## src/rtl/voltfmt_pkg.sv

```systemverilog
package voltfmt_pkg;

  typedef enum logic [1:0] {
    ST_IDLE,
    ST_DIV_GO,
    ST_DIV_WAIT,
    ST_SEND
  } fmt_state_e;

  localparam logic [7:0] CH_MINUS = 8'h2D;
  localparam logic [7:0] CH_SPACE = 8'h20;
  localparam logic [7:0] CH_POINT = 8'h2E;
  localparam int TAIL_LEN = 8;

  function automatic logic [7:0] digit_ascii(input logic [3:0] d);
    return 8'h30 + {4'h0, d};
  endfunction

  // Fixed tail: " volts" CR LF
  function automatic logic [7:0] tail_ascii(input logic [3:0] k);
    case (k)
      4'd0:    return 8'h20;
      4'd1:    return 8'h76;
      4'd2:    return 8'h6F;
      4'd3:    return 8'h6C;
      4'd4:    return 8'h74;
      4'd5:    return 8'h73;
      4'd6:    return 8'h0D;
      default: return 8'h0A;
    endcase
  endfunction

endpackage

```

## src/rtl/div10_restoring.sv

```systemverilog
module div10_restoring #(
  parameter int W = 26
) (
  input  logic         clk,
  input  logic         rst_n,
  input  logic         start,
  input  logic [W-1:0] dividend,
  output logic         busy,
  output logic         done,
  output logic [W-1:0] quot,
  output logic [3:0]   rem
);
  localparam int CNT_W = $clog2(W + 1);

  logic [CNT_W-1:0] cnt_q;
  logic [W-1:0]     q_q;
  logic [3:0]       r_q;
  logic [4:0]       trial;
  logic             fits;

  // One quotient bit per cycle: shift in next dividend bit, try subtracting ten
  assign trial = {r_q, q_q[W-1]};
  assign fits  = (trial >= 5'd10);
  assign busy  = (cnt_q != '0);

  always_ff @(posedge clk or negedge rst_n) begin
    if (!rst_n) begin
      cnt_q <= '0;
      q_q   <= '0;
      r_q   <= '0;
      done  <= 1'b0;
    end else if (start && !busy) begin
      cnt_q <= CNT_W'(W);
      q_q   <= dividend;
      r_q   <= '0;
      done  <= 1'b0;
    end else if (busy) begin
      q_q   <= {q_q[W-2:0], fits};
      r_q   <= fits ? 4'(trial - 5'd10) : trial[3:0];
      cnt_q <= cnt_q - 1'b1;
      done  <= (cnt_q == CNT_W'(1));
    end else begin
      done  <= 1'b0;
    end
  end

  assign quot = q_q;
  assign rem  = r_q;

  assert_rem_range_R8: assert property (@(posedge clk) disable iff (!rst_n)
    done |-> (rem < 4'd10));

  assert_start_idle_R8: assert property (@(posedge clk) disable iff (!rst_n)
    start |-> !busy);

endmodule

```

## src/rtl/digit_lifo.sv

```systemverilog
module digit_lifo #(
  parameter int DEPTH = 10,
  parameter int DW    = 4
) (
  input  logic          clk,
  input  logic          rst_n,
  input  logic          push,
  input  logic [DW-1:0] push_data,
  input  logic          pop,
  output logic [DW-1:0] top_data,
  output logic          full,
  output logic          empty
);
  localparam int PTR_W  = $clog2(DEPTH + 1);
  localparam int ADDR_W = (DEPTH > 1) ? $clog2(DEPTH) : 1;

  logic [DW-1:0]    mem [DEPTH];
  logic [PTR_W-1:0] ptr_q;
  logic [ADDR_W-1:0] top_addr;

  assign full     = (ptr_q == PTR_W'(DEPTH));
  assign empty    = (ptr_q == '0);
  assign top_addr = ADDR_W'(ptr_q - PTR_W'(1));
  assign top_data = empty ? '0 : mem[top_addr];

  always_ff @(posedge clk or negedge rst_n) begin
    if (!rst_n) begin
      ptr_q <= '0;
    end else if (push && !full) begin
      ptr_q <= ptr_q + PTR_W'(1);
    end else if (pop && !empty) begin
      ptr_q <= ptr_q - PTR_W'(1);
    end
  end

  always_ff @(posedge clk) begin
    if (push && !full) begin
      mem[ADDR_W'(ptr_q)] <= push_data;
    end
  end

  assert_no_overflow_R9: assert property (@(posedge clk) disable iff (!rst_n)
    push |-> !full);

  assert_no_underflow_R9: assert property (@(posedge clk) disable iff (!rst_n)
    pop |-> !empty);

endmodule

```

## src/rtl/volt_ascii_fmt.sv

```systemverilog
module volt_ascii_fmt
  import voltfmt_pkg::*;
#(
  parameter int CODE_W      = 8,
  parameter int STEP        = 390625,
  parameter int INT_DIGITS  = 3,
  parameter int FRAC_DIGITS = 7
) (
  input  logic              clk,
  input  logic              rst_n,
  input  logic              start_i,
  input  logic [CODE_W-1:0] code_i,
  output logic              busy_o,
  output logic [7:0]        tx_data_o,
  output logic              tx_valid_o,
  input  logic              tx_ready_i
);
  localparam int    MID       = 1 << (CODE_W - 1);
  localparam int    NDIG      = INT_DIGITS + FRAC_DIGITS;
  localparam longint MAX_VAL  = longint'(MID) * longint'(STEP);
  localparam int    VAL_W     = $clog2(MAX_VAL + 1);
  localparam int    FRAME_LEN = 1 + NDIG + 1 + TAIL_LEN;
  localparam int    IDX_W     = $clog2(FRAME_LEN);
  localparam int    CNT_W     = $clog2(NDIG + 1);
  localparam int    POINT_POS = INT_DIGITS + 1;
  localparam int    TAIL_POS  = NDIG + 2;

  fmt_state_e        state_q;
  logic              neg_q;
  logic [VAL_W-1:0]  work_q;
  logic [CNT_W-1:0]  dig_cnt_q;
  logic [IDX_W-1:0]  idx_q;

  // Arithmetic front end
  function automatic logic [CODE_W-1:0] offset_mag(input logic [CODE_W-1:0] c);
    return (c >= CODE_W'(MID)) ? (c - CODE_W'(MID)) : (CODE_W'(MID) - c);
  endfunction

  logic [CODE_W-1:0] mag;
  logic [VAL_W-1:0]  scaled;
  assign mag    = offset_mag(code_i);
  assign scaled = VAL_W'(mag) * VAL_W'(STEP);

  // Named events
  logic accept_start, div_start, div_busy, div_done, last_digit;
  logic send_enter, fire, last_byte, digit_pos;
  logic [VAL_W-1:0] div_quot;
  logic [3:0]       div_rem;
  logic [3:0]       top_digit;
  logic             lifo_full, lifo_empty;

  assign accept_start = (state_q == ST_IDLE) && start_i;
  assign div_start    = (state_q == ST_DIV_GO);
  assign last_digit   = (dig_cnt_q == CNT_W'(NDIG - 1));
  assign send_enter   = (state_q == ST_DIV_WAIT) && div_done && last_digit;
  assign tx_valid_o   = (state_q == ST_SEND);
  assign fire         = tx_valid_o && tx_ready_i;
  assign last_byte    = (idx_q == IDX_W'(FRAME_LEN - 1));
  assign digit_pos    = ((idx_q >= IDX_W'(1)) && (idx_q <= IDX_W'(INT_DIGITS))) ||
                        ((idx_q >= IDX_W'(POINT_POS + 1)) && (idx_q <= IDX_W'(NDIG + 1)));
  assign busy_o       = (state_q != ST_IDLE);

  div10_restoring #(.W(VAL_W)) u_div (
    .clk      (clk),
    .rst_n    (rst_n),
    .start    (div_start),
    .dividend (work_q),
    .busy     (div_busy),
    .done     (div_done),
    .quot     (div_quot),
    .rem      (div_rem)
  );

  digit_lifo #(.DEPTH(NDIG), .DW(4)) u_stack (
    .clk       (clk),
    .rst_n     (rst_n),
    .push      ((state_q == ST_DIV_WAIT) && div_done),
    .push_data (div_rem),
    .pop       (fire && digit_pos),
    .top_data  (top_digit),
    .full      (lifo_full),
    .empty     (lifo_empty)
  );

  // Byte selection by frame position
  always_comb begin
    if (idx_q == '0) begin
      tx_data_o = neg_q ? CH_MINUS : CH_SPACE;
    end else if (digit_pos) begin
      tx_data_o = digit_ascii(top_digit);
    end else if (idx_q == IDX_W'(POINT_POS)) begin
      tx_data_o = CH_POINT;
    end else begin
      tx_data_o = tail_ascii(4'(idx_q - IDX_W'(TAIL_POS)));
    end
  end

  always_ff @(posedge clk or negedge rst_n) begin
    if (!rst_n) begin
      state_q   <= ST_IDLE;
      neg_q     <= 1'b0;
      work_q    <= '0;
      dig_cnt_q <= '0;
      idx_q     <= '0;
    end else begin
      case (state_q)
        ST_IDLE: begin
          if (accept_start) begin
            neg_q     <= (code_i < CODE_W'(MID));
            work_q    <= scaled;
            dig_cnt_q <= '0;
            state_q   <= ST_DIV_GO;
          end
        end
        ST_DIV_GO: state_q <= ST_DIV_WAIT;
        ST_DIV_WAIT: begin
          if (div_done) begin
            work_q    <= div_quot;
            dig_cnt_q <= dig_cnt_q + CNT_W'(1);
            if (last_digit) begin
              idx_q   <= '0;
              state_q <= ST_SEND;
            end else begin
              state_q <= ST_DIV_GO;
            end
          end
        end
        default: begin
          if (fire) begin
            if (last_byte) begin
              state_q <= ST_IDLE;
            end else begin
              idx_q <= idx_q + IDX_W'(1);
            end
          end
        end
      endcase
    end
  end

  assert_hold_R6: assert property (@(posedge clk) disable iff (!rst_n)
    (tx_valid_o && !tx_ready_i) |=> (tx_valid_o && $stable(tx_data_o)));

  assert_valid_busy_R7: assert property (@(posedge clk) disable iff (!rst_n)
    tx_valid_o |-> busy_o);

  assert_end_empty_R7: assert property (@(posedge clk) disable iff (!rst_n)
    (fire && last_byte) |=> (lifo_empty && !tx_valid_o && !busy_o));

  assert_full_at_send_R9: assert property (@(posedge clk) disable iff (!rst_n)
    send_enter |=> lifo_full);

  assert_div_quiet_R8: assert property (@(posedge clk) disable iff (!rst_n)
    tx_valid_o |-> !div_busy);

endmodule

```

## config.mk

```make
export PLATFORM = sky130hd
export DESIGN_NAME = volt_ascii_fmt
export DESIGN_NICKNAME = d
export VERILOG_FILES = /design/src/rtl/voltfmt_pkg.sv /design/src/rtl/div10_restoring.sv /design/src/rtl/digit_lifo.sv /design/src/rtl/volt_ascii_fmt.sv
export SDC_FILE = /design/constraint.sdc
export NUM_CORES = 1
export LEC_CHECK = 0
export CELL_PAD_IN_SITES_DETAIL_PLACEMENT = 0
export CELL_PAD_IN_SITES_GLOBAL_PLACEMENT = 1
export CORE_UTILIZATION = 35
export DETAILED_ROUTE_END_ITERATION = 6
export DONT_BUFFER_PORTS = 1
export GPL_TIMING_DRIVEN = 0
export PLACE_DENSITY_LB_ADDON = 0.25
export SKIP_CTS_REPAIR_TIMING = 1
export SLEW_MARGIN = 20
export SYNTH_ARGS = -nofsm -noshare
export SYNTH_HDL_FRONTEND = slang
export SYNTH_SLANG_ARGS = --single-unit
```

## constraint.sdc

```tcl
create_clock -name clk -period 2.81 [get_ports clk]
set_input_delay 0.562 -clock clk [delete_from_list [all_inputs] [get_ports clk]]
set_output_delay 0.562 -clock clk [all_outputs]
set_load 0.02 [all_outputs]
```

==> results of run 1 <==
sequential cells by signal (all words and copies together), names as in the netlist:
register / cells
u_stack.mem: 40
u_div.quot: 26
state_q: 2
u_div.cnt_q: 5
u_div.rem: 4
dig_cnt_q: 4
u_stack.ptr_q: 4
work_q: 26
neg_q: 1
idx_q: 5
u_div.done: 1
through the flow:
| stage | setup WS (ns) | hold WS (ns) | instances |
|---|---|---|---|
| 2_1_floorplan | -1.94 | 0.266 | 815 |
| 3_3_place_gp | -2.43 | 0.268 | 1128 |
| 3_5_place_dp | -2.46 | 0.268 | 1128 |
| 4_1_cts | -2.04 | -0.174 | 1160 |
| 5_1_grt | -1.84 | 0.0592 | 1198 |
| 6_report | -1.67 | 0.0383 | 1198 |
layer usage:
metal / track usage (%) / up-vias / wire, µm
li1: - / 2922 / -
met2: 28.6 / 70 / 9790
met5: 0 / - / 0
met1: 23.2 / 2903 / 9360
met4: 4.24 / 0 / 146
met3: 2.53 / 11 / 448
cell families after synthesis:
| group | share of synthesized area, % |
|---|---|
| AOI/OAI and AO/OA | 13.6 |
| xor gates and xnor gates | 3.75 |
| adders and majority gates | 19.0 |
| buffers and inverters | 6.44 |
| DFF | 38.5 |
| muxes | 7.03 |
| other | 0.0458 |
| and+or+nand+nor | 11.6 |
critical path, delay by kind of cell:
kind | cells | cell delay (ns)
simple gates | 2 | 0.25
compound gates | 5 | 1.00
fa+ha+maj | 5 | 1.86
xor+xnor | 2 | 0.42
buf+inv | 7 | 0.68
worst min-delay path by stage:
stage,to,cells after the start
2_1_floorplan,dig_cnt_q[0],0
3_3_place_gp,u_div.quot[10],0
3_5_place_dp,work_q[10],0
4_1_cts,u_div.quot[10],0
5_1_grt,u_div.quot[12],1
6_report,u_div.quot[10],1
cell type report:
cell class	instances	area share, %
repair buffers	38	3.10
inverters	94	3.86
flip-flops and latches	118	30.9
plain buffers	37	2.35
clock buffers	17	4.16
well taps	313	3.83
clock inverters	15	1.51
multi-input cells	566	50.3
cell usage in the layout (no fill, tap or decap), drive strengths merged, types with 4 or more instances in the layout:
cell type / synthesis / layout
nand2b: 7 / 7
nor2b: 4 / 4
a21o: 6 / 6
mux4: 8 / 8
dfrtp: 78 / 78
or2: 4 / 4
o21a: 8 / 8
o2111ai: 4 / 4
nor2: 52 / 52
mux2i: 35 / 35
o21ai: 55 / 55
nand3: 9 / 9
buf: 14 / 54
nor3: 11 / 11
a31oi: 12 / 12
and2: 14 / 14
clkbuf: 23 / 38
mux2: 4 / 4
fa: 39 / 39
o22ai: 8 / 8
xor2: 14 / 14
o31ai: 4 / 4
and3: 9 / 9
inv: 94 / 103
a21oi: 58 / 58
edfxtp: 40 / 40
xnor2: 21 / 21
nand2: 82 / 82
ha: 62 / 62
==> metrics, run 1 <==
clk buf depth=2; total number of yosys warnings=0; full die area=approximately 0.024 mm²; area of the multi-input gates=roughly 0.0051 mm²; Post-Route Utilization=between 40% and 50%; Detailed Routing Iterations Pass 1=4; DR vias=5,906; via count of the first global-routing pass=5,867; maximum operating frequency=between 200 and 250 MHz; slowest cell on the critical path=sky130_fd_sc_hd__fa_1; Final GP Congestion=0.812; area grow syn2layout=24.9%; aggregate global routing overflow=0; post-synthesis instance area=a little over 0.008 mm²; Crit path arrival time=about 4.8 ns; pin count of the biggest net entering global routing=79; Vias per Instance=slightly below 5; initial core utilization=a little over a third; later-pin clock latency in the skew report=roughly 0.42 ns; sequential area share after synthesis=slightly below 40%; post-synth top area cell=sky130_fd_sc_hd__dfrtp_1; wire length of the first global-routing pass=31.8 mm; synthesized area per cell=between 10 and 15 µm²; status=finished with violations; Layout Cell Area excl Fill=approximately 0.010 mm²; storage element area=0.00316 mm²; ranking of synthesized cells by instance count=94 x sky130_fd_sc_hd__inv_1, 82 x sky130_fd_sc_hd__nand2_1, 78 x sky130_fd_sc_hd__dfrtp_1, 62 x sky130_fd_sc_hd__ha_1, 54 x sky130_fd_sc_hd__a21oi_1; Final HPWL DP=between 10 and 15 mm; number of nets in the finished design=between 900 and 1,000; Placed Instance Area=0.00889 mm²; die span in x=roughly 150 µm; Final Routed Wirelength=roughly 20 mm; clk sink count=118; Post-Synthesis Cells=about 820; Setup crit start kind=input port; Critical Path Sink Type=register; total of fill cells in the finished design=about 2,200; fraction of post-synthesis cell area in the top cell type by area=approximately a quarter; most frequently used flop master after synthesis=sky130_fd_sc_hd__dfrtp_1; violated checks=setup timing; Worst Reg-to-Reg Cells=7; remaining routing DRC violations=0; worst slew pin tran=between 0.6 and 0.7 ns; share of layout cells above drive strength 1=between 20% and 30%; critical register-to-register path endpoint=u_stack.mem[9][2]; delay contributed by the slowest stage of the critical path=approximately 0.50 ns; worst clock skew=approximately 0.0084 ns; Ports=22; total clock buffers created by CTS=17; data required time of the critical path=~3.1 ns; DRC marker count from the first detailed-route iteration=around 280; number of synthesized flops with an enable pin=40; RSZ-0062 raised after global routing=true; final setup fails=23; count of distinct cell types in the synthesized netlist=between 60 and 70; Post-Route Setup TNS=-23.90 ns; max-cap check violation count=0; proportion of register bits with asynchronous set or reset after synthesis=66.1%; worst relative slew slack=57.2%; highest net fanout along the worst path=8; count of input and output buffers=0; count of nets left with antenna violations after detail routing=0; vertical extent of the die=between 150 and 200 µm; Reg2Reg Launch Point=u_stack.ptr_q[0]; core box area=~0.023 mm²; hold crit path type=in2async; clock tree root driver cell=sky130_fd_sc_hd__clkbuf_16; H-tree lvl count=4; clock-pin transition on the worst setup and hold timing paths=about 0.06 ns; row count=between 50 and 60; final cycle utilization of the critical path=159%; list of cells traversed by the critical path=clkbuf_8, a21oi_1, xor2_2, buf_4, ha_4, or2_4, inv_4, fa_1, inv_1, fa_1, inv_1, fa_1, inv_1, ha_1, clkbuf_8, a211o_1, o21ai_2, nand2_2, a41oi_2, xnor2_2, o22ai_1; setup ws final=-1.67 ns; detailed-route wire length per cell=between 15 and 20 µm; internal reg-to-reg setup slack=between 0.6 and 0.7 ns; minimum clock period=around 4.5 ns; final hold violation count=0; CTS tree=done; worst setup path endpoint=work_q[25]; Critical Path Start=code_i[7]; Post-Syn Nets=~930; flop and latch count out of synthesis=around 120; diode count=0; total track usage=between 10% and 20%; startpoint-to-endpoint class of the critical path=in2reg; top post-synthesis cells by area=sky130_fd_sc_hd__dfrtp_1 24%, sky130_fd_sc_hd__edfxtp_1 15%, sky130_fd_sc_hd__fa_1 9.5%; Final Max Slew Viols=0; most numerous cell in the Yosys netlist=sky130_fd_sc_hd__inv_1; number of antenna violations at the first check in global routing=0
Power of run 1 is not shown: default switching activity piles up to over one toggle a cycle in this logic, so the estimate is an artifact.
==> run 2, diff against run 1 <==
--- a/config.mk
+++ b/config.mk
@@ -11,7 +11,7 @@
 export DETAILED_ROUTE_END_ITERATION = 6
 export DONT_BUFFER_PORTS = 1
 export GPL_TIMING_DRIVEN = 0
-export PLACE_DENSITY_LB_ADDON = 0.25
+export PLACE_DENSITY = 0.56
 export SKIP_CTS_REPAIR_TIMING = 1
 export SLEW_MARGIN = 20
 export SYNTH_ARGS = -nofsm -noshare
==> constraint.sdc (replaced) <==
create_clock -name clk -period 4.8 [get_ports clk]
set_input_delay 0.96 -clock clk [delete_from_list [all_inputs] [get_ports clk]]
set_output_delay 0.96 -clock clk [all_outputs]
set_load 0.02 [all_outputs]
==> metrics, run 2 (synthesized netlist as in run 1, its figures left out) <==
Ports=22 (unchanged); worst clock skew=0.00850 ns (+0.000137 ns); Final Max Slew Viols=0 (unchanged); Crit path arrival time=5.16 ns (+0.39 ns); full die area=0.0240 mm² (unchanged); buffering stage count on the worst path with inverters included=5 (-2); Final Routed Wirelength=20.0 mm (+1.2%); data required time of the critical path=5.09 ns (+1.99 ns); area grow syn2layout=19.8%; minimum clock period=4.88 ns; clock-pin transition on the worst setup and hold timing paths=0.06 ns (about the same); highest net fanout along the worst path=8 (unchanged); final setup fails=3 (-87%); worst slew pin tran=0.692 ns (+0.0547 ns); detailed-route wire length per cell=17.0 µm (+3.2%); Largest Register=u_stack.mem; Post-Route Setup TNS=-0.219 ns (+23.68 ns); wire length of the first global-routing pass=32.4 mm (+1.9%); Vias per Instance=4.94 (+0.27%); worst relative slew slack=53.6% (-3.6 points); clk sink count=118 (unchanged); Critical Path Sink Type=register; Post-Route Hold Slack=0.240 ns (+0.202 ns); via count of the first global-routing pass=5,975 (+1.8%); startpoint-to-endpoint class of the critical path=in2reg; delay contributed by the slowest stage of the critical path=0.50 ns (about the same); diode count=0 (unchanged); number of antenna violations at the first check in global routing=0 (unchanged); die span in x=155 µm (unchanged); kind of cell adding the most delay to the critical path=adder cells; total clock buffers created by CTS=17 (unchanged); most common cell after layout, fill and taps aside=sky130_fd_sc_hd__inv_1; count of input and output buffers=0 (unchanged); Setup crit start kind=input port; hold crit path type=in2async; clock tree root driver cell=sky130_fd_sc_hd__clkbuf_16; RSZ-0062 raised after global routing=true; remaining routing DRC violations=0 (unchanged); initial core utilization=35.9% (unchanged); most common cell type on the critical path=sky130_fd_sc_hd__fa_1; final cycle utilization of the critical path=102%; clk buf depth=2 (unchanged); Detailed Routing Iterations Pass 1=4 (unchanged); row count=55 (unchanged); total track usage=17.5% (+0.44 points); status=finished with violations; pin count of the biggest net entering global routing=79 (unchanged); slowest cell on the critical path=sky130_fd_sc_hd__fa_1; H-tree lvl count=4 (unchanged); DRC marker count from the first detailed-route iteration=176 (-36%); violated checks=setup timing; core box area=0.0228 mm² (unchanged); CTS tree=done; max-cap check violation count=0 (unchanged); DR vias=5,808 (-1.7%); setup ws final=-0.0767 ns (+1.59 ns); Final HPWL DP=15.3 mm (+5.4%); top library cells by usage in the layout, fill and taps aside=81 x sky130_fd_sc_hd__inv_1, 80 x sky130_fd_sc_hd__nand2_1, 78 x sky130_fd_sc_hd__dfrtp_1, 48 x sky130_fd_sc_hd__ha_1, 47 x sky130_fd_sc_hd__nor2_1; number of nets in the finished design=962 (-2.3%); later-pin clock latency in the skew report=0.41 ns (about the same); final hold violation count=0 (unchanged); list of cells traversed by the critical path=nor3_4, buf_4, a21oi_2, xor2_2, ha_4, or2_4, inv_4, fa_1, inv_2, fa_1, inv_1, fa_1, inv_2, ha_4, a211o_1, o21ai_2, nand2_2, a41oi_2, xnor2_2, o22ai_1; share of layout cells above drive strength 1=19.3% (-5.4 points); maximum operating frequency=205 MHz; aggregate global routing overflow=0 (unchanged); vertical extent of the die=155 µm (unchanged); Final GP Congestion=0.802 (-1.2%); number of flip-flops in the largest register=40 (unchanged); count of nets left with antenna violations after detail routing=0 (unchanged)
[run 2: changes by cell type in the layout (fill, tap and decap cells not counted), sizes merged]
cell / previous run / this run
clkbuf: 38 / 37
buf: 54 / 32
bufinv: 0 / 3
inv: 103 / 100
[run 2: area by class of cell]
cell class | count | area, µm²
inverter | 94 | 358
timing repair buffer | 16 | 133
clock inverter | 15 | 190
sequential | 118 | 3150
multi-input combinational | 566 | 4970
tap | 313 | 392
fill | 2200 | 13000
clock buffer | 17 | 425
buffer | 36 | 185
[run 2: worst paths after layout]
path | startpoint | endpoint | slack [ns] | depth (start not counted)
setup / recovery | code_i[0] | work_q[25] | -0.08 | 20
hold / removal | rst_n | work_q[2] | 0.24 | 0
setup reg to reg | u_stack.ptr_q[0] | u_stack.mem[9][1] | 2.41 | 6
hold reg to reg | work_q[3] | work_q[3] | 0.49 | 2
max in group asynchronous | rst_n | u_div.quot[25] | 4.42 | 0
min in group clk | work_q[3] | work_q[3] | 0.49 | 2
[run 2: per-layer routing]
layer	track usage (%)	up-vias	part of all wire, %
met3	2.48	15	1.8
met4	4.67	0	0.90
met2	31.6	62	53
met1	21.8	2859	44
met5	0	-	0
li1	-	2872	-
[run 2: through the flow]
step                      utilization, %  cells  area (µm²)  worst slack [ns]
after global placement              38.5   1128        8780            -0.925
after floorplan                        -    815        8390            -0.348
after CTS                           41.2   1160        9390            -0.561
after detailed placement            38.5   1128        8780             -1.00
final                               43.0   1175        9810           -0.0767
after global routing                43.0   1175        9810            -0.257
[run 2: worst register-to-register path: stages (launching register included)]
cell	delay, ns
sky130_fd_sc_hd__dfrtp_1	0.39
sky130_fd_sc_hd__buf_4	0.24
sky130_fd_sc_hd__buf_2	0.29
sky130_fd_sc_hd__inv_1	0.11
sky130_fd_sc_hd__ha_1	0.25
sky130_fd_sc_hd__a21oi_1	0.43
sky130_fd_sc_hd__and3_1	0.37
Power of run 2 is left out for the same reason.
==> run 3, diff against run 2 <==
--- a/config.mk
+++ b/config.mk
@@ -7,11 +7,12 @@
 export LEC_CHECK = 0
 export CELL_PAD_IN_SITES_DETAIL_PLACEMENT = 0
 export CELL_PAD_IN_SITES_GLOBAL_PLACEMENT = 1
-export CORE_UTILIZATION = 35
+export CORE_UTILIZATION = 45
 export DETAILED_ROUTE_END_ITERATION = 6
 export DONT_BUFFER_PORTS = 1
 export GPL_TIMING_DRIVEN = 0
-export PLACE_DENSITY = 0.56
+export PLACE_DENSITY = 0.69
+export SETUP_SLACK_MARGIN = 0.15
 export SKIP_CTS_REPAIR_TIMING = 1
 export SLEW_MARGIN = 20
 export SYNTH_ARGS = -nofsm -noshare
==> metrics, run 3 (synthesized netlist as in run 1, its figures left out) <==
Final GP Congestion=0.852 (+6.3%); Detailed Routing Iterations Pass 1=4 (unchanged); Final Max Slew Viols=0 (unchanged); die span in x=137 µm (-12%); violated checks=setup timing; internal reg-to-reg setup slack=2.48 ns (+0.07 ns); Crit path arrival time=5.16 ns (about the same); clock tree root driver cell=sky130_fd_sc_hd__clkbuf_16; area grow syn2layout=18.5%; pin count of the biggest net entering global routing=79 (unchanged); number of antenna violations at the first check in global routing=0 (unchanged); GR peak layer=met2; number of nets in the finished design=970 (+0.83%); Final Routed Wirelength=19.3 mm (-3.4%); remaining routing DRC violations=0 (unchanged); detailed-route wire length per cell=17.6 µm (+3.7%); Non-Filler Instances=1,095 (-6.8%); GRT met1 Usage=26.0% (+4.3 points); count of input and output buffers=0 (unchanged); storage element area=0.00315 mm² (unchanged); data required time of the critical path=5.09 ns (about the same); later-pin clock latency in the skew report=0.42 ns (about the same); share of layout cells above drive strength 1=19.5% (+0.28 points); hold crit path type=in2async; Worst Reg-to-Reg Cells=6 (unchanged); initial core utilization=46.7% (+11 points); Critical Path Sink Type=register; Post-Route Hold Slack=0.235 ns (-0.00490 ns); startpoint-to-endpoint class of the critical path=in2reg; worst relative slew slack=54.0% (+0.48 points); RSZ-0062 raised after global routing=true; final cycle utilization of the critical path=102% (about the same); max-cap check violation count=0 (unchanged); diode count=0 (unchanged); Setup crit start kind=input port; Ports=22 (unchanged); status=finished with violations; final hold violation count=0 (unchanged); global-route track usage on met2=40.2% (+8.5 points); clk sink count=118 (unchanged); total track usage=21.7% (+4.2 points); most common cell after layout, fill and taps aside=sky130_fd_sc_hd__inv_1; clock-pin transition on the worst setup and hold timing paths=0.06 ns (about the same); vertical extent of the die=137 µm (-12%); critical register-to-register path endpoint=u_stack.mem[9][2]; Reg2Reg Launch Point=u_stack.ptr_q[0]; setup ws final=-0.0741 ns (+0.00258 ns); DR vias=5,960 (+2.6%); count of nets left with antenna violations after detail routing=0 (unchanged); clk buf depth=2 (unchanged); core box area=0.0175 mm² (-23%); final setup fails=6 (+3); highest net fanout along the worst path=8 (unchanged); row count=48 (-13%); Largest Register=u_stack.mem; total clock buffers created by CTS=17 (unchanged); top library cells by usage in the layout, fill and taps aside=85 x sky130_fd_sc_hd__inv_1, 79 x sky130_fd_sc_hd__nand2_1, 78 x sky130_fd_sc_hd__dfrtp_1, 49 x sky130_fd_sc_hd__nor2_1, 49 x sky130_fd_sc_hd__ha_1; area of the multi-input gates=0.00491 mm² (-1.1%); full die area=0.0187 mm² (-22%); minimum clock period=4.87 ns (-0.00258 ns); wire length of the first global-routing pass=30.7 mm (-5.2%); number of flip-flops in the largest register=40 (unchanged); aggregate global routing overflow=0 (unchanged); Vias per Instance=5.44 (+10%); total instance count after detailed placement=1,040 (-7.8%); met3 usage in global routing=3.07% (+0.59 points); maximum operating frequency=205 MHz (about the same); Final HPWL DP=14.7 mm (-3.6%); worst clock skew=0.00934 ns (+0.000836 ns); via count of the first global-routing pass=5,889 (-1.4%); H-tree lvl count=4 (unchanged); CTS tree=done; worst slew pin tran=0.685 ns (-0.00714 ns); DRC marker count from the first detailed-route iteration=261 (+48%); total of fill cells in the finished design=1,533 (-30%)
## run 3: changes by cell type in the layout (fill, tap and decap cells not counted), sizes merged
cell,before,now
clkbuf,37,38
buf,32,39
clkinv,3,5
clkinvlp,3,1
## run 3: metrics by stage
step | utilization, % | TNS, ns | area (µm²) | worst slack [ns]
CTS | 52.9 | -4.72 | 9290 | -0.552
detailed placement | 49.4 | -10.59 | 8670 | -0.969
finish | 55.3 | -0.232 | 9700 | -0.0741
global route | 55.3 | -2.18 | 9700 | -0.288
floorplan | - | -2.48 | 8390 | -0.348
global placement | 49.4 | -9.19 | 8670 | -0.900
## run 3: worst max-delay path by stage
stage                       endpoint  slack, ns      start
final                     work_q[25]      -0.07  code_i[7]
after global placement    work_q[24]      -0.90  code_i[7]
after detailed placement  work_q[24]      -0.97  code_i[7]
after floorplan           work_q[21]      -0.35  code_i[3]
after CTS                 work_q[24]      -0.55  code_i[7]
after global routing      work_q[25]      -0.29  code_i[0]
## run 3: critical path: stages
cell                       delay, ns
sky130_fd_sc_hd__clkbuf_4       0.20
sky130_fd_sc_hd__a21oi_2        0.18
sky130_fd_sc_hd__xor2_2         0.37
sky130_fd_sc_hd__ha_4           0.19
sky130_fd_sc_hd__or2_4          0.14
sky130_fd_sc_hd__buf_6          0.10
sky130_fd_sc_hd__inv_4          0.03
sky130_fd_sc_hd__fa_1           0.52
sky130_fd_sc_hd__inv_2          0.04
sky130_fd_sc_hd__fa_1           0.50
sky130_fd_sc_hd__inv_1          0.05
sky130_fd_sc_hd__fa_1           0.49
sky130_fd_sc_hd__inv_2          0.05
sky130_fd_sc_hd__ha_4           0.21
sky130_fd_sc_hd__buf_8          0.13
sky130_fd_sc_hd__a211o_1        0.31
sky130_fd_sc_hd__o21ai_2        0.16
sky130_fd_sc_hd__nand2_2        0.11
sky130_fd_sc_hd__a41oi_2        0.20
sky130_fd_sc_hd__xnor2_2        0.15
sky130_fd_sc_hd__o22ai_1        0.09
## run 3: layout make-up
| cell class | instances | area share (%) |
|---|---|---|
| multi-input cells | 566 | 50.7 |
| flip-flops and latches | 118 | 32.5 |
| clock buffers | 17 | 4.39 |
| inverters | 94 | 3.66 |
| well taps | 225 | 2.90 |
| plain buffers | 37 | 2.06 |
| clock inverters | 15 | 1.99 |
| repair buffers | 23 | 1.82 |
## run 3: layer usage
layer,part of all wire (%),up-vias
li1,-,2889
met2,54,79
met5,0,-
met3,2.2,18
met4,1.2,0
met1,43,2974
Power of run 3 is left out for the same reason.
